[src/rtl/vdma_pkg.sv]
package vdma_pkg;
    localparam logic [2:0] RIX_VADDR = 3'd0;
    localparam logic [2:0] RIX_COUNT = 3'd1;
    localparam logic [2:0] RIX_CTRL  = 3'd2;
    localparam logic [2:0] RIX_PTB   = 3'd3;
    localparam logic [2:0] RIX_GO    = 3'd4;
    localparam logic [2:0] RIX_STAT  = 3'd5;

    typedef enum logic [2:0] {
        XS_IDLE,
        XS_LOOKUP,
        XS_WALK,
        XS_FETCH,
        XS_STORE
    } xfer_state_e;
endpackage

[src/rtl/vdma_tlb.sv]
module vdma_tlb #(
    parameter int ENTRIES = 8,
    parameter int VPN_W   = 20,
    parameter int PFN_W   = 20
) (
    input  logic             clk,
    input  logic             rst_n,
    input  logic [VPN_W-1:0] lk_vpn,
    output logic             lk_hit,
    output logic [PFN_W-1:0] lk_pfn,
    input  logic             fill_en,
    input  logic [VPN_W-1:0] fill_vpn,
    input  logic [PFN_W-1:0] fill_pfn
);
    localparam int IDX_W = (ENTRIES > 1) ? $clog2(ENTRIES) : 1;

    typedef struct packed {
        logic [ENTRIES-1:0]            vld;
        logic [ENTRIES-1:0][VPN_W-1:0] vpn;
        logic [ENTRIES-1:0][PFN_W-1:0] pfn;
        logic [IDX_W-1:0]              ptr;
    } tlb_t;

    tlb_t q, d;
    logic [ENTRIES-1:0] hit_vec;

    for (genvar i = 0; i < ENTRIES; i++) begin : g_cmp
        assign hit_vec[i] = q.vld[i] && (q.vpn[i] == lk_vpn);
    end

    assign lk_hit = |hit_vec;

    always_comb begin
        lk_pfn = '0;
        for (int i = 0; i < ENTRIES; i++) begin
            if (hit_vec[i]) lk_pfn = lk_pfn | q.pfn[i];
        end
    end

    always_comb begin
        d = q;
        if (fill_en) begin
            d.vld[q.ptr] = 1'b1;
            d.vpn[q.ptr] = fill_vpn;
            d.pfn[q.ptr] = fill_pfn;
            d.ptr        = (q.ptr == IDX_W'(ENTRIES - 1)) ? '0 : q.ptr + 1'b1;
        end
    end

    always_ff @(posedge clk) begin
        if (!rst_n) q <= '0;
        else        q <= d;
    end

    // at most one entry may claim a page
    a_r4_single_hit: assert property (@(posedge clk) disable iff (!rst_n)
        $onehot0(hit_vec));

    // an installed mapping is visible on the next lookup of that page
    a_r5_fill_visible: assert property (@(posedge clk) disable iff (!rst_n)
        fill_en |=> ((lk_vpn != $past(fill_vpn)) || lk_hit));
endmodule

[src/rtl/vdma_regs.sv]
module vdma_regs
    import vdma_pkg::*;
#(
    parameter int AW    = 32,
    parameter int LEN_W = 16
) (
    input  logic             clk,
    input  logic             rst_n,
    input  logic             wr,
    input  logic [2:0]       addr,
    input  logic [AW-1:0]    wdata,
    output logic [AW-1:0]    rdata,
    input  logic             busy,
    input  logic             done_set,
    input  logic             err_set,
    output logic [AW-1:0]    desc_va,
    output logic [LEN_W-1:0] desc_len,
    output logic             desc_dir,
    output logic [AW-1:0]    pt_base,
    output logic             go,
    output logic             irq
);
    typedef struct packed {
        logic [AW-1:0]    va;
        logic [LEN_W-1:0] len;
        logic             dir;
        logic             ie;
        logic [AW-1:0]    ptb;
        logic             done;
        logic             err;
    } regs_t;

    regs_t q, d;
    logic  wr_idle;

    assign wr_idle = wr && !busy;
    assign go      = wr_idle && (addr == RIX_GO) && wdata[0];

    always_comb begin
        d = q;
        if (wr_idle) begin
            unique case (addr)
                RIX_VADDR: d.va  = wdata;
                RIX_COUNT: d.len = wdata[LEN_W-1:0];
                RIX_CTRL:  begin d.dir = wdata[0]; d.ie = wdata[1]; end
                RIX_PTB:   d.ptb = wdata;
                default:   ;
            endcase
        end
        if (go) begin
            d.done = 1'b0;
            d.err  = 1'b0;
        end
        if (wr && addr == RIX_STAT) begin
            if (wdata[1]) d.done = 1'b0;
            if (wdata[2]) d.err  = 1'b0;
        end
        if (done_set) d.done = 1'b1;
        if (err_set)  d.err  = 1'b1;
    end

    always_ff @(posedge clk) begin
        if (!rst_n) q <= '0;
        else        q <= d;
    end

    always_comb begin
        unique case (addr)
            RIX_VADDR: rdata = q.va;
            RIX_COUNT: rdata = AW'(q.len);
            RIX_CTRL:  rdata = AW'({q.ie, q.dir});
            RIX_PTB:   rdata = q.ptb;
            RIX_STAT:  rdata = AW'({q.err, q.done, busy});
            default:   rdata = '0;
        endcase
    end

    assign desc_va  = q.va;
    assign desc_len = q.len;
    assign desc_dir = q.dir;
    assign pt_base  = q.ptb;
    assign irq      = q.ie && (q.done || q.err);

    // the descriptor is frozen while a transfer runs
    a_r1_desc_frozen: assert property (@(posedge clk) disable iff (!rst_n)
        (busy && wr && addr == RIX_VADDR) |=> $stable(q.va));

    // busy only ends with a flag raised
    a_r2_end_flagged: assert property (@(posedge clk) disable iff (!rst_n)
        $fell(busy) |-> (q.done || q.err));
endmodule

[src/rtl/vdma_ctrl.sv]
module vdma_ctrl
    import vdma_pkg::*;
#(
    parameter int AW        = 32,
    parameter int LEN_W     = 16,
    parameter int PAGE_BITS = 12
) (
    input  logic                  clk,
    input  logic                  rst_n,
    input  logic                  go,
    input  logic [AW-1:0]         desc_va,
    input  logic [LEN_W-1:0]      desc_len,
    input  logic                  desc_dir,
    input  logic [AW-1:0]         pt_base,
    output logic [AW-PAGE_BITS-1:0] tlb_vpn,
    input  logic                  tlb_hit,
    input  logic [AW-PAGE_BITS-1:0] tlb_pfn,
    output logic                  tlb_fill,
    output logic [AW-PAGE_BITS-1:0] tlb_fill_pfn,
    output logic                  mem_req,
    output logic                  mem_we,
    output logic [AW-1:0]         mem_addr,
    output logic [AW-1:0]         mem_wdata,
    input  logic                  mem_ack,
    input  logic [AW-1:0]         mem_rdata,
    output logic                  dev_req,
    output logic                  dev_we,
    output logic [AW-1:0]         dev_wdata,
    input  logic                  dev_ack,
    input  logic [AW-1:0]         dev_rdata,
    output logic                  busy,
    output logic                  done_set,
    output logic                  err_set
);
    localparam int PFN_W = AW - PAGE_BITS;

    typedef struct packed {
        xfer_state_e      st;
        logic [AW-1:0]    va;
        logic [LEN_W-1:0] cnt;
        logic [PFN_W-1:0] pfn;
        logic [AW-1:0]    data;
    } ctrl_t;

    ctrl_t q, d;
    logic [AW-1:0] phys;
    logic [AW-1:0] va_nx;
    logic          step_ack;

    assign tlb_vpn      = q.va[AW-1:PAGE_BITS];
    assign tlb_fill_pfn = mem_rdata[AW-1:PAGE_BITS];
    assign phys         = {q.pfn, q.va[PAGE_BITS-1:2], 2'b00};
    assign va_nx        = q.va + AW'(4);
    assign busy         = (q.st != XS_IDLE);
    assign mem_wdata    = q.data;
    assign dev_wdata    = q.data;

    always_comb begin
        d        = q;
        done_set = 1'b0;
        err_set  = 1'b0;
        tlb_fill = 1'b0;
        mem_req  = 1'b0;
        mem_we   = 1'b0;
        mem_addr = '0;
        dev_req  = 1'b0;
        dev_we   = 1'b0;
        step_ack = 1'b0;
        unique case (q.st)
            XS_IDLE: begin
                if (go) begin
                    d.va  = desc_va & ~AW'(3);
                    d.cnt = desc_len;
                    if (desc_len == '0) done_set = 1'b1;
                    else                d.st = XS_LOOKUP;
                end
            end
            XS_LOOKUP: begin
                if (tlb_hit) begin
                    d.pfn = tlb_pfn;
                    d.st  = XS_FETCH;
                end else begin
                    d.st  = XS_WALK;
                end
            end
            XS_WALK: begin
                mem_req  = 1'b1;
                mem_addr = pt_base + AW'({q.va[AW-1:PAGE_BITS], 2'b00});
                if (mem_ack) begin
                    if (mem_rdata[0]) begin
                        tlb_fill = 1'b1;
                        d.pfn    = mem_rdata[AW-1:PAGE_BITS];
                        d.st     = XS_FETCH;
                    end else begin
                        err_set  = 1'b1;
                        d.st     = XS_IDLE;
                    end
                end
            end
            XS_FETCH: begin
                if (!desc_dir) begin
                    mem_req  = 1'b1;
                    mem_addr = phys;
                    step_ack = mem_ack;
                    if (mem_ack) d.data = mem_rdata;
                end else begin
                    dev_req  = 1'b1;
                    step_ack = dev_ack;
                    if (dev_ack) d.data = dev_rdata;
                end
                if (step_ack) d.st = XS_STORE;
            end
            XS_STORE: begin
                if (!desc_dir) begin
                    dev_req  = 1'b1;
                    dev_we   = 1'b1;
                    step_ack = dev_ack;
                end else begin
                    mem_req  = 1'b1;
                    mem_we   = 1'b1;
                    mem_addr = phys;
                    step_ack = mem_ack;
                end
                if (step_ack) begin
                    d.cnt = q.cnt - 1'b1;
                    d.va  = va_nx;
                    if (q.cnt == LEN_W'(1)) begin
                        done_set = 1'b1;
                        d.st     = XS_IDLE;
                    end else if (va_nx[PAGE_BITS-1:0] == '0) begin
                        d.st     = XS_LOOKUP;
                    end else begin
                        d.st     = XS_FETCH;
                    end
                end
            end
            default: d.st = XS_IDLE;
        endcase
    end

    always_ff @(posedge clk) begin
        if (!rst_n) q <= '{st: XS_IDLE, default: '0};
        else        q <= d;
    end

    // only one port is addressed at a time
    a_r8_one_port: assert property (@(posedge clk) disable iff (!rst_n)
        !(mem_req && dev_req));

    // a pending memory access keeps its address
    a_r3_hold_addr: assert property (@(posedge clk) disable iff (!rst_n)
        (mem_req && !mem_ack) |=> (mem_req && $stable(mem_addr)));

    // an invalid entry returns the engine to idle
    a_r9_err_stops: assert property (@(posedge clk) disable iff (!rst_n)
        err_set |=> !busy);

    // an empty descriptor never makes the engine busy
    a_r12_empty_idle: assert property (@(posedge clk) disable iff (!rst_n)
        (go && desc_len == '0) |=> !busy);
endmodule

[src/rtl/vdma_engine.sv]
module vdma_engine #(
    parameter int AW          = 32,
    parameter int LEN_W       = 16,
    parameter int PAGE_BITS   = 12,
    parameter int TLB_ENTRIES = 8
) (
    input  logic          clk,
    input  logic          rst_n,
    input  logic          reg_wr,
    input  logic [2:0]    reg_addr,
    input  logic [AW-1:0] reg_wdata,
    output logic [AW-1:0] reg_rdata,
    output logic          mem_req,
    output logic          mem_we,
    output logic [AW-1:0] mem_addr,
    output logic [AW-1:0] mem_wdata,
    input  logic          mem_ack,
    input  logic [AW-1:0] mem_rdata,
    output logic          dev_req,
    output logic          dev_we,
    output logic [AW-1:0] dev_wdata,
    input  logic          dev_ack,
    input  logic [AW-1:0] dev_rdata,
    output logic          irq
);
    localparam int VPN_W = AW - PAGE_BITS;

    logic [AW-1:0]    desc_va;
    logic [LEN_W-1:0] desc_len;
    logic             desc_dir;
    logic [AW-1:0]    pt_base;
    logic             go;
    logic             busy;
    logic             done_set;
    logic             err_set;
    logic [VPN_W-1:0] tlb_vpn;
    logic             tlb_hit;
    logic [VPN_W-1:0] tlb_pfn;
    logic             tlb_fill;
    logic [VPN_W-1:0] tlb_fill_pfn;

    vdma_regs #(.AW(AW), .LEN_W(LEN_W)) u_regs (
        .clk      (clk),
        .rst_n    (rst_n),
        .wr       (reg_wr),
        .addr     (reg_addr),
        .wdata    (reg_wdata),
        .rdata    (reg_rdata),
        .busy     (busy),
        .done_set (done_set),
        .err_set  (err_set),
        .desc_va  (desc_va),
        .desc_len (desc_len),
        .desc_dir (desc_dir),
        .pt_base  (pt_base),
        .go       (go),
        .irq      (irq)
    );

    vdma_tlb #(.ENTRIES(TLB_ENTRIES), .VPN_W(VPN_W), .PFN_W(VPN_W)) u_tlb (
        .clk      (clk),
        .rst_n    (rst_n),
        .lk_vpn   (tlb_vpn),
        .lk_hit   (tlb_hit),
        .lk_pfn   (tlb_pfn),
        .fill_en  (tlb_fill),
        .fill_vpn (tlb_vpn),
        .fill_pfn (tlb_fill_pfn)
    );

    vdma_ctrl #(.AW(AW), .LEN_W(LEN_W), .PAGE_BITS(PAGE_BITS)) u_ctrl (
        .clk          (clk),
        .rst_n        (rst_n),
        .go           (go),
        .desc_va      (desc_va),
        .desc_len     (desc_len),
        .desc_dir     (desc_dir),
        .pt_base      (pt_base),
        .tlb_vpn      (tlb_vpn),
        .tlb_hit      (tlb_hit),
        .tlb_pfn      (tlb_pfn),
        .tlb_fill     (tlb_fill),
        .tlb_fill_pfn (tlb_fill_pfn),
        .mem_req      (mem_req),
        .mem_we       (mem_we),
        .mem_addr     (mem_addr),
        .mem_wdata    (mem_wdata),
        .mem_ack      (mem_ack),
        .mem_rdata    (mem_rdata),
        .dev_req      (dev_req),
        .dev_we       (dev_we),
        .dev_wdata    (dev_wdata),
        .dev_ack      (dev_ack),
        .dev_rdata    (dev_rdata),
        .busy         (busy),
        .done_set     (done_set),
        .err_set      (err_set)
    );

    // the interrupt line never rises while a transfer is still running
    a_r10_irq_idle: assert property (@(posedge clk) disable iff (!rst_n)
        $rose(irq) |-> !busy);
endmodule

[config.mk]
export PLATFORM = sky130hd
export DESIGN_NAME = vdma_engine
export DESIGN_NICKNAME = d
export VERILOG_FILES = /design/src/rtl/vdma_pkg.sv /design/src/rtl/vdma_tlb.sv /design/src/rtl/vdma_regs.sv /design/src/rtl/vdma_ctrl.sv /design/src/rtl/vdma_engine.sv
export SDC_FILE = /design/constraint.sdc
export NUM_CORES = 1
export LEC_CHECK = 0
export ABC_AREA = 1
export BUFFER_PORTS_ARGS = -buffer_cell sky130_fd_sc_hd__buf_2
export CORE_UTILIZATION = 47
export CTS_CLUSTER_DIAMETER = 60
export DETAILED_ROUTE_END_ITERATION = 10
export PLACE_DENSITY_LB_ADDON = 0.05
export SYNTH_ARGS = -nofsm -noshare
export SYNTH_HDL_FRONTEND = slang
export SYNTH_SLANG_ARGS = --single-unit
[constraint.sdc]
create_clock -name clk -period 3 [get_ports clk]
set_clock_uncertainty 0.15 [all_clocks]
set_input_delay 0.45 -clock clk [delete_from_list [all_inputs] [get_ports clk]]
set_output_delay 0.45 -clock clk [all_outputs]
set_load 0.02 [all_outputs]
# [Word level (Yosys, flattened, before mapping)]
# Index checks and enable logic that the tools add are counted.
[totals] register_bits=518 input_bits=104
[classes] n_addsub=4 magnitude_cmp=2 n_eq_ne=27 muxes=64 bitwise=8 reduce_logical=33
[ops] cell="$bwmux W160" count=2
[ops] cell="$mux W20" count=12
[ops] cell="$eq A20 B20 Y1" count=8
[ops] cell="$mux W32" count=5
[ops] cell="$pmux W32 S5" count=1
[ops] cell="$or A20 B20 Y20" count=7
[ops] cell="$mux W51" count=2
[ops] cell="$pmux W32 S3" count=1
[ops] cell="$pmux W48 S2" count=1
[ops] cell="$demux W20 S3" count=1
[ops] cell="$pmux W20 S2" count=1
[ops] cell="$add A32 B22 Y32" count=1
[ops] cell="$add A32 B3 Y32 const B" count=1
[ops] cell="$mux W1" count=24
[ops] cell="$eq A16 B1 Y1 const B" count=1
[ops] cell="$logic_not A16 Y1" count=1
[ops] cell="$ne A2 B2 Y1 const B" count=8
[ops] cell="$sub A16 B1 Y16 const B" count=1
[ops] cell="$pmux W3 S5" count=1
[ops] cell="$logic_and A1 B1 Y1" count=14
[ops] cell="$eq A3 B2 Y1 const B" count=4
[ops] cell="$eq A3 B3 Y1 const B" count=4
[ops] cell="$logic_not A12 Y1" count=1
[ops] cell="$mux W3" count=4
[ops] cell="other kinds (19)" count=32

# [Longest topological paths before layout]
[logic_depth] depth_word=19 depth_mapped=18 ltp_nobuf=15

# [Hierarchy]
# From an unflattened synthesis, not the netlist that was laid out.
[unflattened] cells_unflattened=4323 area_unflattened_um2=28194.5
[modules_own_cells] module="vdma_tlb" n_inst=1 cells_each=2366 area_each_um2=15755.1 seq_area_each_um2=6626.4
[modules_own_cells] module="vdma_ctrl" n_inst=1 cells_each=1388 area_each_um2=8343.0 seq_area_each_um2=2021.9
[modules_own_cells] module="vdma_regs" n_inst=1 cells_each=569 area_each_um2=4096.4 seq_area_each_um2=1681.6

# [Least setup slack after synthesis]
# No wires, ideal clock.
[synth_path] path_type="register -> output" startpoint="reg u_ctrl.q, in the netlist u_ctrl.tlb_vpn[0]" endpoint="out mem_addr[18]" arrival_ps=2149 slack_ps=251 stages_incl_launch_ff=16 path_cell_list="dfxtp_1 -> ha_1 -> fa_1 -> nand2_1 -> nand2_1 -> o21ai_0 -> inv_1 -> a21oi_1 -> inv_1 -> nand2_1 -> nand2_1 -> inv_1 -> o21bai_1 -> or2_2 -> nand3_1 -> nand2_1"
[synth_via] elab_chain_len=2
[synth_rtl] element="start, declared" line="vdma_ctrl.sv:45" rtl="ctrl_t q, d;"
[synth_rtl] element="start signal, assigned" line="vdma_ctrl.sv:142" rtl="if (!rst_n) q <= '{st: XS_IDLE, default: '0};"
[synth_rtl] element="start signal, assigned" line="vdma_ctrl.sv:143" rtl="else q <= d;"
[synth_rtl] element="$add A32 B22 Y32" line="vdma_ctrl.sv:88" rtl="mem_addr = pt_base + AW'({q.va[AW-1:PAGE_BITS], 2'b00});"
[synth_rtl] element="$pmux W32 S3" line="vdma_ctrl.sv:69" rtl="unique case (q.st)"
[synth_rtl] element="end, declared" line="vdma_engine.sv:15" rtl="output logic [AW-1:0] mem_addr,"
# Every way passes these cells.

# [Final worst setup path]
# Same ends and word-level chain as after synthesis.

==> qor.json <==
{
  "status": "finished with violations",
  "violations_in_the_final_reports": "negative setup slack",
  "cellPowerDensity_nw_per_um2": 467,
  "tritoncts_clock_tree": "yes",
  "synth_area_um2": 26800,
  "cts-root-buf": "sky130_fd_sc_hd__clkbuf_16",
  "layout_min_cycle_time_ns": 3.34,
  "worstSetupEndpointType": "primary output",
  "slew-limit-headroom_pct": 46.8,
  "final.fill_count": 5664,
  "finalInstanceArea_um2": 32000,
  "globalRouteTotalUtil_pct": 34.2,
  "power.share.clock_pct": 48.4,
  "dp.final_hpwl_mm": 69.4,
  "slew_limit_fails": 0,
  "grt_pass1_wl_mm": 153,
  "vdd.ir_drop.worst_mv": 0.424,
  "wirelength_mm": 101,
  "worst-endpoint-arrival_ns": 2.74,
  "chipWidth_um": 241,
  "number_of_cell_rows": 87,
  "grt_pass1_vias": 25200,
  "switchingPower_mw": 3.58,
  "report.final.setup_viol": 24,
  "antennaDiodeCount": 0,
  "cellLeakagePower_nw": 13.2,
  "place_congestion": 0.955,
  "flops_latches_synth": 516,
  "design.die.area_um2": 58000,
  "postSynthCellCount": 4020,
  "comb_power_share_pct": 5.1,
  "synth.top_cells.by_area": "sky130_fd_sc_hd__dfxtp_1 39%, sky130_fd_sc_hd__nand2_1 12%, sky130_fd_sc_hd__o21ai_0 10%",
  "total_area_of_sequential_cells_um2": 10400,
  "dpl_cell_area_um2": 28300,
  "hold_violations": 0,
  "layout.nets": 4335,
  "worst_ep_required_time_ns": 2.40,
  "dr_total_vias": 27900,
  "synth.yosys.warnings": 0,
  "clk_pin_slew_ns": 0.06,
  "power.sequential.fraction_pct": 46.5,
  "layout.cells.most_common_list": "833 x sky130_fd_sc_hd__nand2_1, 507 x sky130_fd_sc_hd__o21ai_0, 482 x sky130_fd_sc_hd__dfxtp_1",
  "seq_area_frac_synth_pct": 38.6,
  "syn_nets": 4150,
  "io-pin-count": 237,
  "pin_count_of_the_biggest_net_entering_global_routing": 161,
  "power_mw": 14.9,
  "drt_pass1_iterations": 6,
  "max_freq_ghz": 0.299,
  "postLayoutSetupSlackWorst_ns": -0.341,
  "overflow": 0,
  "wl_per_cell_um": 20.2,
  "cts.path.max_buffers": 3,
  "layout-drive-gt1-share_pct": 16.8,
  "synth_top_cell_area_share_pct": 38.6,
  "power.switching_fraction_pct": 24.0,
  "most_common_library_cell_in_the_layout_ignoring_fill_and_taps": "sky130_fd_sc_hd__nand2_1",
  "floorplan.initialDensity_pct": 47.5,
  "grt_antenna_before_repair": 1,
  "design.core.area_um2": 56400,
  "layout_worst_path_cycle_share_pct": 111,
  "synth.avg_cell_area_um2": 6.66,
  "clkSinkCount": 516,
  "avgViaCountPerCell": 5.57,
  "worst_pin_slew_ns": 0.793,
  "rsz_0062_raised_after_global_routing": "true",
  "startpoint_type": "flop",
  "dieHeight_um": 241,
  "clk-insertion-delay-late_ns": 0.62,
  "cts_made_buffers": 59,
  "internal-power_mw": 11.4,
  "synthDominantAreaCellType": "sky130_fd_sc_hd__dfxtp_1",
  "ant_nets": 0,
  "synth_cell_types": 50,
  "timing.setup.critical_path_class": "reg -> out",
  "drc": 0,
  "timing.max_cap.violations": 0,
  "crit_path_max_fanout": 3,
  "hp-class": "in -> reg",
  "multiInputGateArea_um2": 14000,
  "area_growth_syn_to_layout_pct": 19.4,
  "numPortBuffers": 236,
  "initialDrtViolationCount": 3034,
  "cts_max_level": 2
}
==> cells by family after synthesis <==
| kind of cell | share of synthesized area, % |
|---|---|
| AO/OA/AOI/OAI | 22.3 |
| flip-flops | 38.6 |
| adder cells (fa/ha/maj) | 1.24 |
| buffers and inverters | 11.8 |
| XOR/XNOR | 1.01 |
| AND/OR/NAND/NOR | 25.1 |
==> worst max-delay path: stages, from the launching register on <==
cell                       delay, ns
sky130_fd_sc_hd__dfxtp_2        0.34
sky130_fd_sc_hd__ha_4           0.16
sky130_fd_sc_hd__fa_2           0.37
sky130_fd_sc_hd__nand2_2        0.08
sky130_fd_sc_hd__nand2_2        0.05
sky130_fd_sc_hd__o21ai_2        0.07
sky130_fd_sc_hd__inv_2          0.08
sky130_fd_sc_hd__a21oi_2        0.13
sky130_fd_sc_hd__inv_1          0.06
sky130_fd_sc_hd__nand2_1        0.06
sky130_fd_sc_hd__nand2_1        0.06
sky130_fd_sc_hd__inv_2          0.06
sky130_fd_sc_hd__o21bai_1       0.09
sky130_fd_sc_hd__or2_4          0.24
sky130_fd_sc_hd__nand3_2        0.06
sky130_fd_sc_hd__nand2_2        0.07
sky130_fd_sc_hd__buf_6          0.13
==> final cells by class <==
cell class | instances | share of cell area (%)
multi-input combinational | 2775 | 43.8
sequential | 516 | 32.4
timing repair buffer | 449 | 10.0
clock buffer | 82 | 5.46
inverter | 404 | 4.75
tap | 756 | 2.96
clock inverter | 22 | 0.606
==> per-layer routing <==
| layer | up-vias | GRT usage, % | wire [um] |
|---|---|---|---|
| li1 | 13600 | - | - |
| met1 | 12900 | 49.3 | 45900 |
| met2 | 1187 | 51.7 | 43800 |
| met3 | 175 | 5.34 | 8350 |
| met4 | 2 | 11.5 | 3130 |
| met5 | - | 0 | 13 |
==> worst paths after layout <==
path,startpoint,end,slack (ns),cells past startpoint
max reg2reg,u_ctrl.tlb_vpn[13],u_ctrl.phys[28],0.11,17
min,reg_wdata[0],u_regs.desc_va[0],0.03,3
min reg2reg,u_tlb.q[125],u_tlb.q[125],0.30,2
max,u_ctrl.tlb_vpn[0],mem_addr[18],-0.34,16
==> sequential cells by signal, indices dropped and copies added (netlist names) <==
| name | cells |
|---|---|
| u_ctrl.dev_wdata | 32 |
| u_regs.q | 3 |
| u_ctrl.tlb_vpn | 20 |
| u_regs.desc_dir | 1 |
| u_ctrl.q | 19 |
| u_regs.pt_base | 32 |
| u_tlb.q | 331 |
| u_ctrl.phys | 30 |
| u_regs.desc_len | 16 |
| u_regs.desc_va | 32 |
==> power by group through the flow <==
stage,Clock (mW),Sequential [mW],Combinational (mW)
finish,7.23,6.95,0.766
global route,7.59,6.95,0.819
CTS,7.32,6.95,0.743
detailed placement,0,7.09,0.666
global placement,0,7.09,0.667
floorplan,0,7.07,0.363
==> stage by stage <==
stage | cells | setup TNS [ns] | worst slack (ns) | util, % | hold WS (ns)
floorplan | 4020 | 0 | 0.251 | - | 0.273
global placement | 4809 | 0 | 0.0591 | 50.2 | 0.282
detailed placement | 4809 | 0 | 0.0353 | 50.2 | 0.286
CTS | 4994 | -3.63 | -0.324 | 56.2 | 0.00515
global route | 5004 | -8.27 | -0.413 | 56.7 | 0.0165
finish | 5004 | -4.15 | -0.341 | 56.7 | 0.0279
==> synth_stat cells, drive strengths merged <==
master	instances
o221ai	6
clkbuf	164
ha	25
a32o	2
a22o	1
o32ai	2
or3	1
a211oi	9
nand3	131
fa	1
a221oi	7
o21bai	4
clkinv	25
nor3	28
or2	12
and3	1
inv	379
dfxtp	516
nor4	8
nor2	400
o22ai	12
a21o	2
o21a	2
o211ai	25
xor2	19
xnor2	12
o211a	1
and2	3
a21oi	457
a22oi	1
nor3b	1
o21ai	571
buf	161
nand2	852
nand3b	7
a31oi	39
nand4	133
==> repair_timing <==
item,CTS,global route
setup endpoints to repair,31,53
resized for setup,201,60
gates cloned,0,1
hold endpoints to repair,70,0
setup buffers,13,10
pin swaps,30,17
hold buffers,68,0
Note: power is estimated with default switching activity, not from simulation.
